**config.mk**
```make
export PLATFORM = sky130hd
export DESIGN_NAME = rtc_pit
export DESIGN_NICKNAME = d
export VERILOG_FILES = /design/src/rtl/rtc_pit_pkg.sv /design/src/rtl/rtc_pit_prescaler.sv /design/src/rtl/rtc_pit_rate.sv /design/src/rtl/rtc_pit_flags.sv /design/src/rtl/rtc_pit.sv
export SDC_FILE = /design/constraint.sdc
export NUM_CORES = 1
export LEC_CHECK = 0
export ABC_CLOCK_PERIOD_IN_PS = 8000
export BUFFER_PORTS_ARGS = -buffer_cell sky130_fd_sc_hd__buf_2
export CAP_MARGIN = 20
export CORE_MARGIN = 2
export CORE_UTILIZATION = 50
export DETAILED_ROUTE_END_ITERATION = 10
export GPL_TIMING_DRIVEN = 0
export PLACE_DENSITY = 0.77
export SYNTH_ARGS = -nofsm -noshare
export SYNTH_HDL_FRONTEND = slang
export SYNTH_SLANG_ARGS = --single-unit
```
**constraint.sdc**
```tcl
create_clock -name clk -period 8 [get_ports clk]
set_input_delay 0.8 -clock clk [delete_from_list [all_inputs] [get_ports clk]]
set_output_delay 0.8 -clock clk [all_outputs]
set_load 0.05 [all_outputs]
```
**src/rtl/rtc_pit_pkg.sv**
```systemverilog
package rtc_pit_pkg;
  localparam int CODE_W = 4;
  localparam int DV_W   = 3;
  localparam int CTL_W  = DV_W + CODE_W;
  localparam logic [CTL_W-1:0] CTL_RESET = 7'h26;

  // Low rate codes 1 and 2 are remapped onto the 8/9 slots.
  function automatic logic [CODE_W-1:0] eff_code(input logic [CODE_W-1:0] c);
    if (c == 4'd1 || c == 4'd2) return c + 4'd7;
    return c;
  endfunction

  // Position of the boundary bit for a nonzero effective code: period = 2^(e-1).
  function automatic logic [CODE_W-1:0] period_log2(input logic [CODE_W-1:0] c);
    return eff_code(c) - 4'd1;
  endfunction

  function automatic logic dv_runs(input logic [DV_W-1:0] dv);
    return dv <= 3'd2;
  endfunction
endpackage

```
**src/rtl/rtc_pit_prescaler.sv**
```systemverilog
module rtc_pit_prescaler #(
  parameter int CNT_W = 15
) (
  input  logic             clk,
  input  logic             rst_n,
  input  logic             running,
  input  logic             tb_pulse,
  output logic [CNT_W-1:0] cnt_q,
  output logic [CNT_W-1:0] cnt_next
);
  assign cnt_next = cnt_q + 1'b1;

  always_ff @(posedge clk) begin
    if (!rst_n)        cnt_q <= '0;
    else if (!running) cnt_q <= '0;
    else if (tb_pulse) cnt_q <= cnt_next;
  end

  // a stopped divider holds the count at zero
  a_r7_hold_zero: assert property (@(posedge clk) disable iff (!rst_n)
    !running |=> cnt_q == '0);
  // the count only moves on a time-base pulse
  a_r6_count_stable: assert property (@(posedge clk) disable iff (!rst_n)
    running && !tb_pulse |=> $stable(cnt_q));
endmodule

```
**src/rtl/rtc_pit_rate.sv**
```systemverilog
module rtc_pit_rate
  import rtc_pit_pkg::*;
#(
  parameter int CNT_W = 15
) (
  input  logic              clk,
  input  logic              rst_n,
  input  logic [CODE_W-1:0] code,
  input  logic              running,
  input  logic              tb_pulse,
  input  logic [CNT_W-1:0]  cnt_next,
  output logic              tick
);
  localparam int NSLOT = 2 ** CODE_W;

  logic [NSLOT-1:0]  boundary;
  logic [CODE_W-1:0] sel;
  logic              code_on;

  assign boundary[0] = 1'b1;
  generate
    for (genvar k = 1; k < NSLOT; k++) begin : g_bnd
      if (k <= CNT_W) begin : g_real
        assign boundary[k] = ~|cnt_next[k-1:0];
      end else begin : g_none
        assign boundary[k] = 1'b0;
      end
    end
  endgenerate

  assign sel     = period_log2(code);
  assign code_on = (code != '0);
  assign tick    = tb_pulse & running & code_on & boundary[sel];

  // a tick needs a pulse, a running divider and a nonzero code
  a_r3_tick_qualified: assert property (@(posedge clk) disable iff (!rst_n)
    tick |-> tb_pulse && running && (code != '0));
endmodule

```
**src/rtl/rtc_pit_flags.sv**
```systemverilog
module rtc_pit_flags (
  input  logic clk,
  input  logic rst_n,
  input  logic tick,
  input  logic pie_en,
  input  logic stat_clr,
  output logic pf_q,
  output logic irqf_q
);
  always_ff @(posedge clk) begin
    if (!rst_n) begin
      pf_q   <= 1'b0;
      irqf_q <= 1'b0;
    end else begin
      pf_q   <= (pf_q & ~stat_clr) | tick;
      irqf_q <= (irqf_q & ~stat_clr) | (tick & pie_en);
    end
  end

  // every tick leaves the periodic flag set
  a_r8_tick_sets_pf: assert property (@(posedge clk) disable iff (!rst_n)
    tick |=> pf_q);
  // the interrupt flag only rises from an enabled tick
  a_r9_irqf_needs_pie: assert property (@(posedge clk) disable iff (!rst_n)
    !irqf_q ##1 irqf_q |-> $past(pie_en) && $past(tick));
  // a clear without a tick empties both flags
  a_r10_clear: assert property (@(posedge clk) disable iff (!rst_n)
    stat_clr && !tick |=> !pf_q && !irqf_q);
  // the periodic flag only rises from a tick
  a_r8_pf_source: assert property (@(posedge clk) disable iff (!rst_n)
    !pf_q ##1 pf_q |-> $past(tick));
endmodule

```
**src/rtl/rtc_pit.sv**
```systemverilog
module rtc_pit
  import rtc_pit_pkg::*;
#(
  parameter int CNT_W = 15
) (
  input  logic             clk,
  input  logic             rst_n,
  input  logic             ctl_wr,
  input  logic [CTL_W-1:0] ctl_wdata,
  output logic [CTL_W-1:0] ctl_q,
  input  logic             pie_en,
  input  logic             tb_pulse,
  input  logic             stat_clr,
  output logic [7:0]       stat_q,
  output logic             irq
);
  localparam int MIN_CNT_W = 2 ** CODE_W - 1;

  logic [CTL_W-1:0]  ctl_r;
  logic [CODE_W-1:0] code;
  logic [DV_W-1:0]   dv;
  logic              running;
  logic [CNT_W-1:0]  cnt_q;
  logic [CNT_W-1:0]  cnt_next;
  logic              tick;
  logic              pf_q;
  logic              irqf_q;

  always_ff @(posedge clk) begin
    if (!rst_n)      ctl_r <= CTL_RESET;
    else if (ctl_wr) ctl_r <= ctl_wdata;
  end

  assign code    = ctl_r[CODE_W-1:0];
  assign dv      = ctl_r[CTL_W-1:CODE_W];
  assign running = dv_runs(dv);

  rtc_pit_prescaler #(.CNT_W(CNT_W)) u_pre (
    .clk      (clk),
    .rst_n    (rst_n),
    .running  (running),
    .tb_pulse (tb_pulse),
    .cnt_q    (cnt_q),
    .cnt_next (cnt_next)
  );

  rtc_pit_rate #(.CNT_W(CNT_W)) u_rate (
    .clk      (clk),
    .rst_n    (rst_n),
    .code     (code),
    .running  (running),
    .tb_pulse (tb_pulse),
    .cnt_next (cnt_next),
    .tick     (tick)
  );

  rtc_pit_flags u_flags (
    .clk      (clk),
    .rst_n    (rst_n),
    .tick     (tick),
    .pie_en   (pie_en),
    .stat_clr (stat_clr),
    .pf_q     (pf_q),
    .irqf_q   (irqf_q)
  );

  assign ctl_q  = ctl_r;
  assign stat_q = {irqf_q, pf_q, 6'b0};
  assign irq    = irqf_q;

  initial begin
    a_cnt_width: assert (CNT_W >= MIN_CNT_W);
  end

  // a write lands in the control word one cycle later
  a_r2_ctl_write: assert property (@(posedge clk) disable iff (!rst_n)
    ctl_wr |=> ctl_q == $past(ctl_wdata));
  // with the divider running, a tick moves the count to a new value
  a_r6_tick_advances: assert property (@(posedge clk) disable iff (!rst_n)
    tick && !ctl_wr |=> !$stable(cnt_q));
endmodule

```
==> impl_metrics.tcl, run 1 <==
set metrics [dict create \
    status "finished clean" \
    clock-sinks 24 \
    synth_area_um2 1760 \
    leakage_nw 0.839 \
    final_cell_mix "buf_2 (29), dfxtp_1 (24), nor2_1 (23), nand2_1 (20), xor2_1 (14)" \
    synth-edff-count 0 \
    clk_pin_slew_ns 0.14 \
    drive_above_1_share 0.228 \
    fmax_ghz 0.322 \
    whs_ns 0.511 \
    die_area_um2 4000 \
    insertion_delay_ns 0.33 \
    hold_viol 0 \
    finalNetCount 262 \
    port_buffers 21 \
    clockBufferDepth 2 \
    rows 21 \
    mostFrequentLayoutCell "buf_2" \
    synth_top_flop_cell "dfxtp_1" \
    critPathLaunchType "register" \
    io_pins 29 \
    crit_slowest_cell "dfxtp_1" \
    worst_ep_arrival_time_ns 3.35 \
    fin_crit_ns 3.10 \
    cp.required_ns 8.24 \
    cp_slowest_stage_delay_ns 0.42 \
    core_area_um2 3360 \
    drt_iter0_drc 38 \
    ir_drop_uv 114 \
    ant_nets 0 \
    worstSetupPathType "register to register" \
    via_per_inst 5.12 \
    initial_utilization 0.522 \
    critPathBufInv 2 \
    grt_overflow 0 \
    fin_crit_sh 0.388 \
    cts-hold-fix-buffers 0 \
    slew_headroom 0.658 \
    wl_per_cell_um 10.9 \
    cp_top_family "compound AO/OA/AOI/OAI gates" \
    crit_top_cell "ha_1" \
    drc 0 \
    finalMaxSlewViolations 0 \
    grt_max_degree 15 \
    maxCapViolations 0 \
    drtPass1Iterations 4 \
    async_reset_ff_frac 0 \
    grt_first_pass_wirelength_mm 5.70 \
    vias 1470 \
    cts_tree "done" \
    worstSetupEndpointType "register" \
    setup_viol 0 \
    antenna_cells 0 \
    hp-class "register to register" \
    syn-instance-count 211 \
    ys_types 50 \
    antenna_found_initial 0 \
    root_buffer "clkbuf_4" \
    ys_ff_latch 24 \
    hpwl_mm 2.47 \
    fin_setup_tns_ns 0 \
    cp_max_fo 10 \
    die_h_um 63.3 \
    postCtsSetupRepairBufs 0 \
    cts.repair.resized 0 \
    cts_buffers 3 \
    p_per_area_nw_per_um2 137 \
    place_congestion 0.825 \
    dieWidth_um 63.3 \
    grt_usage 0.172 \
    fillers 349 \
    report.power.total_mw 0.273 \
    worst_slew_pin_slew_ns 0.514 \
    rsz0062_at_grt "false" \
    area_growth_pct 13.3 \
    grt_pass1_vias 1353 \
    ys_seq_area_frac 0.274 \
    htree_levels 1 \
    avgSynthCellArea_um2 8.32 \
    wl_mm 3.14 \
    ys_warn_count 0 \
    finClkSkew_ns 0.0118 \
    cp_cell_sequence "inv_1 > ha_1 > or2_4 > nand3b_1 > a21boi_0 > ha_1 > clkbuf_1 > o311a_1 > o2bb2ai_1 > a2111oi_0 > o211ai_1 > o31ai_2 > a32o_2" \
]
[logic make-up after synthesis]
group	Yosys count	share of synthesized area
DFF	24	0.274
and+or+nand+nor	87	0.272
AOI/OAI and AO/OA	29	0.138
buffers and inverters	29	0.0870
xor gates and xnor gates	26	0.130
other	1	0.00214
muxes	8	0.0478
adders and majority gates	7	0.0499
[layout make-up]
type / count / area, µm² / share of cell area
tap: 46 / 57.6 / 0.0289
multi-input combinational: 163 / 1140 / 0.574
clock buffer: 3 / 22.5 / 0.0113
timing repair buffer: 21 / 105 / 0.0528
inverter: 7 / 26.3 / 0.0132
sequential: 24 / 480 / 0.242
buffer: 22 / 126 / 0.0635
clock inverter: 1 / 30.0 / 0.0151
[worst register-to-register path, stage by stage (launching register included)]
cell and delay [ns]:
dfxtp_1 0.42, inv_1 0.13, ha_1 0.21, or2_4 0.27, nand3b_1 0.11, a21boi_0 0.21, ha_1 0.30, clkbuf_1 0.23
o311a_1 0.34, o2bb2ai_1 0.12, a2111oi_0 0.10, o211ai_1 0.20, o31ai_2 0.12, a32o_2 0.27
[report_power, final]
part           leakage [nW]  switching, mW  total, mW  internal, mW
Combinational         0.616         0.0383     0.0585        0.0202
Clock                0.0279         0.0378     0.0886        0.0507
Sequential            0.195        0.00355      0.126         0.123
Total                 0.839         0.0797      0.273         0.194
[stage by stage]
stage               utilization  setup WS, ns  instance area [µm²]  std cells
finish                    0.592          4.90                 1990        287
global route              0.592          4.52                 1990        287
CTS                       0.592          4.90                 1990        287
detailed placement        0.576          4.89                 1940        283
global placement          0.576          4.95                 1940        283
floorplan                     -          4.77                 1770        216
[routing by layer]
metal  global-route usage  share of wire
met5                    0              0
met4               0.0326         0.0025
met3               0.0375          0.052
met2                0.289           0.45
met1                0.228           0.50
[registers in the layout, summed over array words and instances, names as in the netlist]
signal          count
u_flags.pf_q        1
ctl_q               7
u_pre.cnt_q        15
u_flags.irqf_q      1
[cell usage after synthesis (2+ instances only)]
cell type  instances  area share
dfxtp_1           24        0.27
nor2_1            23       0.049
nand2_1           20       0.043
xor2_1            14       0.070
xnor2_1           12       0.060
buf_4              9       0.038
buf_2              8       0.023
nor3_1             8       0.023
ha_1               7       0.050
inv_1              7       0.015
mux2i_1            7       0.040
nor2b_1            7       0.025
clkbuf_1           5       0.011
nand3_1            5       0.014
nor4_1             5       0.018
o21ai_0            5       0.014
a21oi_1            3      0.0086
nand4_1            3       0.011
a2111oi_0          2       0.010
a311oi_1           2       0.010
a31oi_1            2      0.0071
and3_1             2      0.0071
nand4_4            2       0.024
o211ai_1           2      0.0086
or3_1              2      0.0071
[worst paths after layout]
kind,end,cells after the start,slack [ns],start
worst min register to register,u_flags.irqf_q$_SDFF_PN0_,1,0.51,u_flags.irqf_q$_SDFF_PN0_
worst max register to register,u_flags.irqf_q$_SDFF_PN0_,13,4.90,ctl_q[0]$_SDFFE_PN0P_
worst min-delay path,u_flags.irqf_q$_SDFF_PN0_,1,0.51,u_flags.irqf_q$_SDFF_PN0_
worst max-delay path,u_flags.irqf_q$_SDFF_PN0_,13,4.90,ctl_q[0]$_SDFFE_PN0P_
Power figures use the tool's default switching activity.
==> inputs of run 2 (changes only) <==
--- a/config.mk
+++ b/config.mk
@@ -5,7 +5,7 @@
 export SDC_FILE = /design/constraint.sdc
 export NUM_CORES = 1
 export LEC_CHECK = 0
-export ABC_CLOCK_PERIOD_IN_PS = 8000
+export ABC_CLOCK_PERIOD_IN_PS = 2900
 export BUFFER_PORTS_ARGS = -buffer_cell sky130_fd_sc_hd__buf_2
 export CAP_MARGIN = 20
 export CORE_MARGIN = 2
==> constraint.sdc (replaced) <==
create_clock -name clk -period 2.9 [get_ports clk]
set_input_delay 0.29 -clock clk [delete_from_list [all_inputs] [get_ports clk]]
set_output_delay 0.29 -clock clk [all_outputs]
set_load 0.05 [all_outputs]
==> run 2 against run 1 <==
Compared with the run above:
- the flow now finishes with violations (negative setup slack)
- combinational power rose to 3.4 times the previous value
- first-iteration DRC count increased by 7.9%
- worst hold slack got worse by 0.34 ns
- final cell count grew 2.8%
- total power grew to 2.7 times the previous value
- critical path depth did not move
- flip-flop and latch count is the same
- die area is the same
- critical endpoint unchanged
- largest power group unchanged
==> impl_metrics.tcl, run 2 (same netlist as run 1, synthesis figures left out) <==
set metrics [dict create \
    status "finished with violations" \
    violations "negative setup slack" \
    clock-sinks 24 \
    die_area_um2 4000 \
    clk_pin_slew_ns 0.14 \
    drc 0 \
    place_congestion 0.825 \
    finClkSkew_ns 0.00903 \
    area_growth_pct 20.5 \
    largest_register_ffs 15 \
    hold_start "ctl_wdata[2]" \
    clockBufferDepth 2 \
    port_buffers 21 \
    drt_iter0_drc 41 \
    cp_max_fo 5 \
    p_per_area_nw_per_um2 343 \
    grt_usage 0.198 \
    cts_tree "done" \
    ant_nets 0 \
    rsz0062_at_grt "true" \
    worstSetupPathType "register to register" \
    critPathLaunch "ctl_q[1]$_SDFFE_PN1P_" \
    grt_overflow 0 \
    dp.cells 283 \
    core_area_um2 3360 \
    insertion_delay_ns 0.33 \
    initial_utilization 0.522 \
    drive_above_1_share 0.305 \
    finalMaxSlewViolations 0 \
    setup_viol 1 \
    fin_crit_sh 1.01 \
    r2r-start "ctl_q[1]$_SDFFE_PN1P_" \
    grt_pass1_vias 1471 \
    wl_mm 3.73 \
    rows 21 \
    mostFrequentLayoutCell "buf_2" \
    worst_slew_pin_slew_ns 0.513 \
    antenna_found_initial 0 \
    wl_per_cell_um 12.7 \
    vias 1537 \
    worst_ep_arrival_time_ns 3.14 \
    leakage_nw 0.872 \
    placed_area_um2 1950 \
    finalNetCount 270 \
    io_pins 29 \
    whs_ns 0.174 \
    via_per_inst 5.21 \
    fin_area_um2 2110 \
    critPathLaunchType "register" \
    slew_headroom 0.658 \
    final_cell_mix "buf_2 (29), nor2_1 (22), dfxtp_1 (21), nand2_1 (20), buf_4 (17)" \
    maxCapViolations 0 \
    hold_viol 0 \
    fin_crit_ns 2.91 \
    die_h_um 63.3 \
    grt_max_degree 14 \
    cp.required_ns 3.13 \
    worst_slack_ns -0.0148 \
    antenna_cells 0 \
    fillers 315 \
    cts_buffers 3 \
    fmax_ghz 0.343 \
    hp-class "input port to register" \
    grt_first_pass_wirelength_mm 6.40 \
    htree_levels 1 \
    cts-hold-fix-buffers 0 \
    ir_drop_uv 268 \
    top_register "u_pre.cnt_q" \
    root_buffer "clkbuf_4" \
    final_cell_count_no_fill 295 \
    dieWidth_um 63.3 \
    drtPass1Iterations 4 \
    final_core_utilization 0.629 \
    hpwl_mm 2.63 \
    worstSetupEndpointType "register" \
]
## run 2: changes by cell type in the layout (fill, tap and decap cells not counted), sizes merged
cell,before,now
buf,38,46
bufinv,1,0
clkbuf,8,9
clkinvlp,0,2
inv,7,5
## run 2: final timing paths
kind / to / slack, ns / cells past startpoint
worst min-delay path: ctl_q[2]$_SDFFE_PN1P_ / 0.17 / 3
worst max-delay path: u_flags.irqf_q$_SDFF_PN0_ / -0.01 / 13
worst max register to register: u_flags.irqf_q$_SDFF_PN0_ / -0.01 / 13
worst min register to register: u_flags.irqf_q$_SDFF_PN0_ / 0.52 / 1
## run 2: what timing repair did
| item | in CTS | in global routing |
|---|---|---|
| endpoints found under the hold margin | 0 | 0 |
| endpoints found under the setup margin | 2 | 2 |
| resized for setup | 8 | 9 |
| buffers inserted | 3 | 5 |
| pin swaps | 2 | 3 |
## run 2: critical path, stage by stage, from the launching register on
cell and delay [ns]:
dfxtp_4 0.41, clkinvlp_4 0.11, ha_2 0.17, or2_4 0.24, nand3b_1 0.11, a21boi_2 0.21
ha_4 0.24, nor2_2 0.07, or4b_4 0.47, nor3_4 0.13, nor4_2 0.05, a31oi_1 0.22
o31ai_2 0.11, a32o_2 0.27
## run 2: report_power, final
part	switching [mW]	internal (mW)	total, mW
clock	0.103	0.0769	0.180
sequential	0.0114	0.338	0.350
combinational	0.118	0.0787	0.196
total	0.232	0.494	0.726
## run 2: routing by layer
layer	track usage	vias to the layer above	part of all wire
li1	-	801	-
met1	0.241	713	0.46
met2	0.351	18	0.50
met3	0.0411	5	0.028
met4	0.0598	0	0.0094
met5	0	-	0
## run 2: area by class of cell
class	instances	area [µm²]	share of cell area
multi-input cells	163	1200	0.566
flip-flops and latches	24	489	0.231
repair buffers	29	165	0.0781
plain buffers	22	136	0.0645
well taps	46	57.6	0.0272
clock buffers	4	36.3	0.0172
inverters	7	33.8	0.0160
## run 2: metrics by stage
step | power [mW] | TNS (ns) | setup WS, ns
floorplan | 0.484 | 0 | 0.00538
global placement | 0.516 | -0.185 | -0.135
detailed placement | 0.519 | -0.183 | -0.114
CTS | 0.712 | 0 | 0.0149
global route | 0.767 | -0.163 | -0.133
finish | 0.726 | -0.0148 | -0.0148
==> inputs of run 3 (changes only) <==
--- a/config.mk
+++ b/config.mk
@@ -6,13 +6,13 @@
 export NUM_CORES = 1
 export LEC_CHECK = 0
 export ABC_CLOCK_PERIOD_IN_PS = 2900
-export BUFFER_PORTS_ARGS = -buffer_cell sky130_fd_sc_hd__buf_2
 export CAP_MARGIN = 20
 export CORE_MARGIN = 2
 export CORE_UTILIZATION = 50
 export DETAILED_ROUTE_END_ITERATION = 10
+export DONT_BUFFER_PORTS = 1
 export GPL_TIMING_DRIVEN = 0
-export PLACE_DENSITY = 0.77
+export PLACE_DENSITY = 0.7
 export SYNTH_ARGS = -nofsm -noshare
 export SYNTH_HDL_FRONTEND = slang
 export SYNTH_SLANG_ARGS = --single-unit
==> run 3 against run 2 <==
Compared with the run above:
- the run still ends with negative setup slack left
- largest cell class unchanged
- critical path type unchanged
- clock skew shrank 0.0077 ns
- die area is the same
- clock power shrank 14%
- register-to-register slack lost 0.09 ns
- count of clock-buffer cells in the layout shrank 1
- flip-flop and latch count is the same
- sequential power grew 6.9%
- non-clock buffer count shrank 24
- critical endpoint unchanged
- worst hold slack lost 0.081 ns
- sequential share of layout area grew 1.4 points
==> impl_metrics.tcl, run 3 (same netlist as run 1, synthesis figures left out) <==
set metrics [dict create \
    hp-class "input port to register" \
    core_area_um2 3360 \
    cp_top_family "compound AO/OA/AOI/OAI gates" \
    hold_viol 0 \
    clk_pin_slew_ns 0.13 \
    rows 21 \
    r2r_cells 13 \
    worstSetupPathType "register to register" \
    cp_slowest_stage_delay_ns 0.51 \
    cts_tree "done" \
    io_pins 29 \
    final_cell_count_no_fill 271 \
    fin_area_um2 2000 \
    antenna_cells 0 \
    p_per_area_nw_per_um2 346 \
    insertion_delay_ns 0.32 \
    die_area_um2 4000 \
    setup_viol 2 \
    grt_max_degree 14 \
    swShare 0.332 \
    vias 1452 \
    area_growth_pct 13.8 \
    hold_path_depth 2 \
    violations "negative setup slack" \
    crit_cells 13 \
    fin_crit_sh 1.04 \
    grt_usage 0.190 \
    worstSetupEndpointType "register" \
    slew_headroom 0.613 \
    hpwl_mm 2.61 \
    finClkSkew_ns 0.00135 \
    critPathBufInv 2 \
    finalMaxSlewViolations 0 \
    leakage_nw 0.775 \
    grt_overflow 0 \
    top_register "u_pre.cnt_q" \
    clockBufferDepth 2 \
    wl_mm 3.61 \
    wl_per_cell_um 13.3 \
    placed_area_um2 1840 \
    maxCapViolations 0 \
    status "finished with violations" \
    ir_drop_uv 252 \
    p_seq_frac 0.541 \
    antenna_found_initial 0 \
    final_cell_mix "nor2_1 (22), nand2_1 (20), dfxtp_1 (20), xor2_1 (14), buf_4 (13)" \
    critPathLaunchType "register" \
    place_congestion 0.788 \
    p_sw_mw 0.229 \
    worst_slack_ns -0.109 \
    initial_utilization 0.522 \
    fin_crit_ns 3.01 \
    cp_cell_sequence "clkinvlp_4 > ha_2 > or2_4 > nand3b_1 > a21boi_4 > ha_4 > buf_8 > o311a_1 > o2bb2ai_2 > a2111oi_2 > o211ai_1 > o31ai_2 > a32o_2" \
    dieWidth_um 63.3 \
    worst_ep_arrival_time_ns 3.24 \
    intPower_mw 0.461 \
    cp_max_fo 5 \
    root_buffer "clkbuf_4" \
    p_comb_frac 0.237 \
    final_core_utilization 0.594 \
    drive_above_1_share 0.236 \
    finalNetCount 246 \
    die_h_um 63.3 \
    fmax_ghz 0.332 \
    htree_levels 1 \
    drt_iter0_drc 76 \
    pwr-share-clk 0.222 \
    largest_register_ffs 15 \
    whs_ns 0.0924 \
    mostFrequentLayoutCell "nor2_1" \
    cp.required_ns 3.13 \
    drc 0 \
    crit_slowest_cell "dfxtp_4" \
    rsz0062_at_grt "true" \
    fillers 334 \
    grt_pass1_vias 1304 \
    cts_buffers 3 \
    worst_slew_pin_slew_ns 0.581 \
    clock-sinks 24 \
    grt_first_pass_wirelength_mm 6.13 \
    via_per_inst 5.36 \
    dp.cells 262 \
    ant_nets 0 \
    port_buffers 0 \
    drtPass1Iterations 4 \
]
run 3: metal layers:
layer / part of all wire / global-route usage
met1: 0.47 / 0.257
met2: 0.47 / 0.313
met3: 0.038 / 0.0179
met4: 0.017 / 0.0734
met5: 0 / 0
run 3: worst register-to-register path, stage by stage (launching register included):
cell and delay (ns):
dfxtp_4 0.51, clkinvlp_4 0.15, ha_2 0.17, or2_4 0.25, nand3b_1 0.11, a21boi_4 0.20
ha_4 0.23, buf_8 0.13, o311a_1 0.33, o2bb2ai_2 0.16, a2111oi_2 0.08, o211ai_1 0.21
o31ai_2 0.13, a32o_2 0.27
run 3: cell type report:
cell class,instances,area (µm²),share of cell area
multi-input cells,163,1210,0.607
clock inverters,1,3.75,0.00188
clock buffers,3,22.5,0.0113
inverters,7,32.5,0.0163
flip-flops and latches,24,490,0.245
repair buffers,5,41.3,0.0207
plain buffers,22,138,0.0689
well taps,46,57.6,0.0288
run 3: what timing repair did:
action,in CTS,in global routing
endpoints found under the setup margin,2,2
resized for setup,14,8
hold buffers,0,0
setup buffers,2,3
pin swaps,3,5
run 3: final timing paths:
check	slack, ns	start	to
worst min register to register	0.59	u_pre.cnt_q[14]$_SDFFE_PN0P_	u_pre.cnt_q[14]$_SDFFE_PN0P_
worst max-delay path	-0.11	ctl_q[1]$_SDFFE_PN1P_	u_flags.irqf_q$_SDFF_PN0_
worst min-delay path	0.09	ctl_wdata[5]	ctl_q[5]$_SDFFE_PN1P_
worst max register to register	-0.11	ctl_q[1]$_SDFFE_PN1P_	u_flags.irqf_q$_SDFF_PN0_
run 3: power groups by stage:
| stage | registers [mW] | clock network (mW) | logic [mW] |
|---|---|---|---|
| 6_report | 0.374 | 0.154 | 0.164 |
| 5_1_grt | 0.376 | 0.171 | 0.178 |
| 4_1_cts | 0.373 | 0.160 | 0.146 |
| 3_5_place_dp | 0.379 | 0 | 0.127 |
| 3_3_place_gp | 0.379 | 0 | 0.125 |
| 2_1_floorplan | 0.376 | 0 | 0.108 |
run 3: per-stage QoR:
stage	setup WS, ns	power, mW	TNS (ns)
after floorplan	0.00538	0.484	0
after global placement	-0.309	0.504	-0.570
after detailed placement	-0.356	0.506	-0.664
after CTS	-0.0913	0.680	-0.122
after global routing	-0.213	0.726	-0.349
final	-0.109	0.691	-0.120
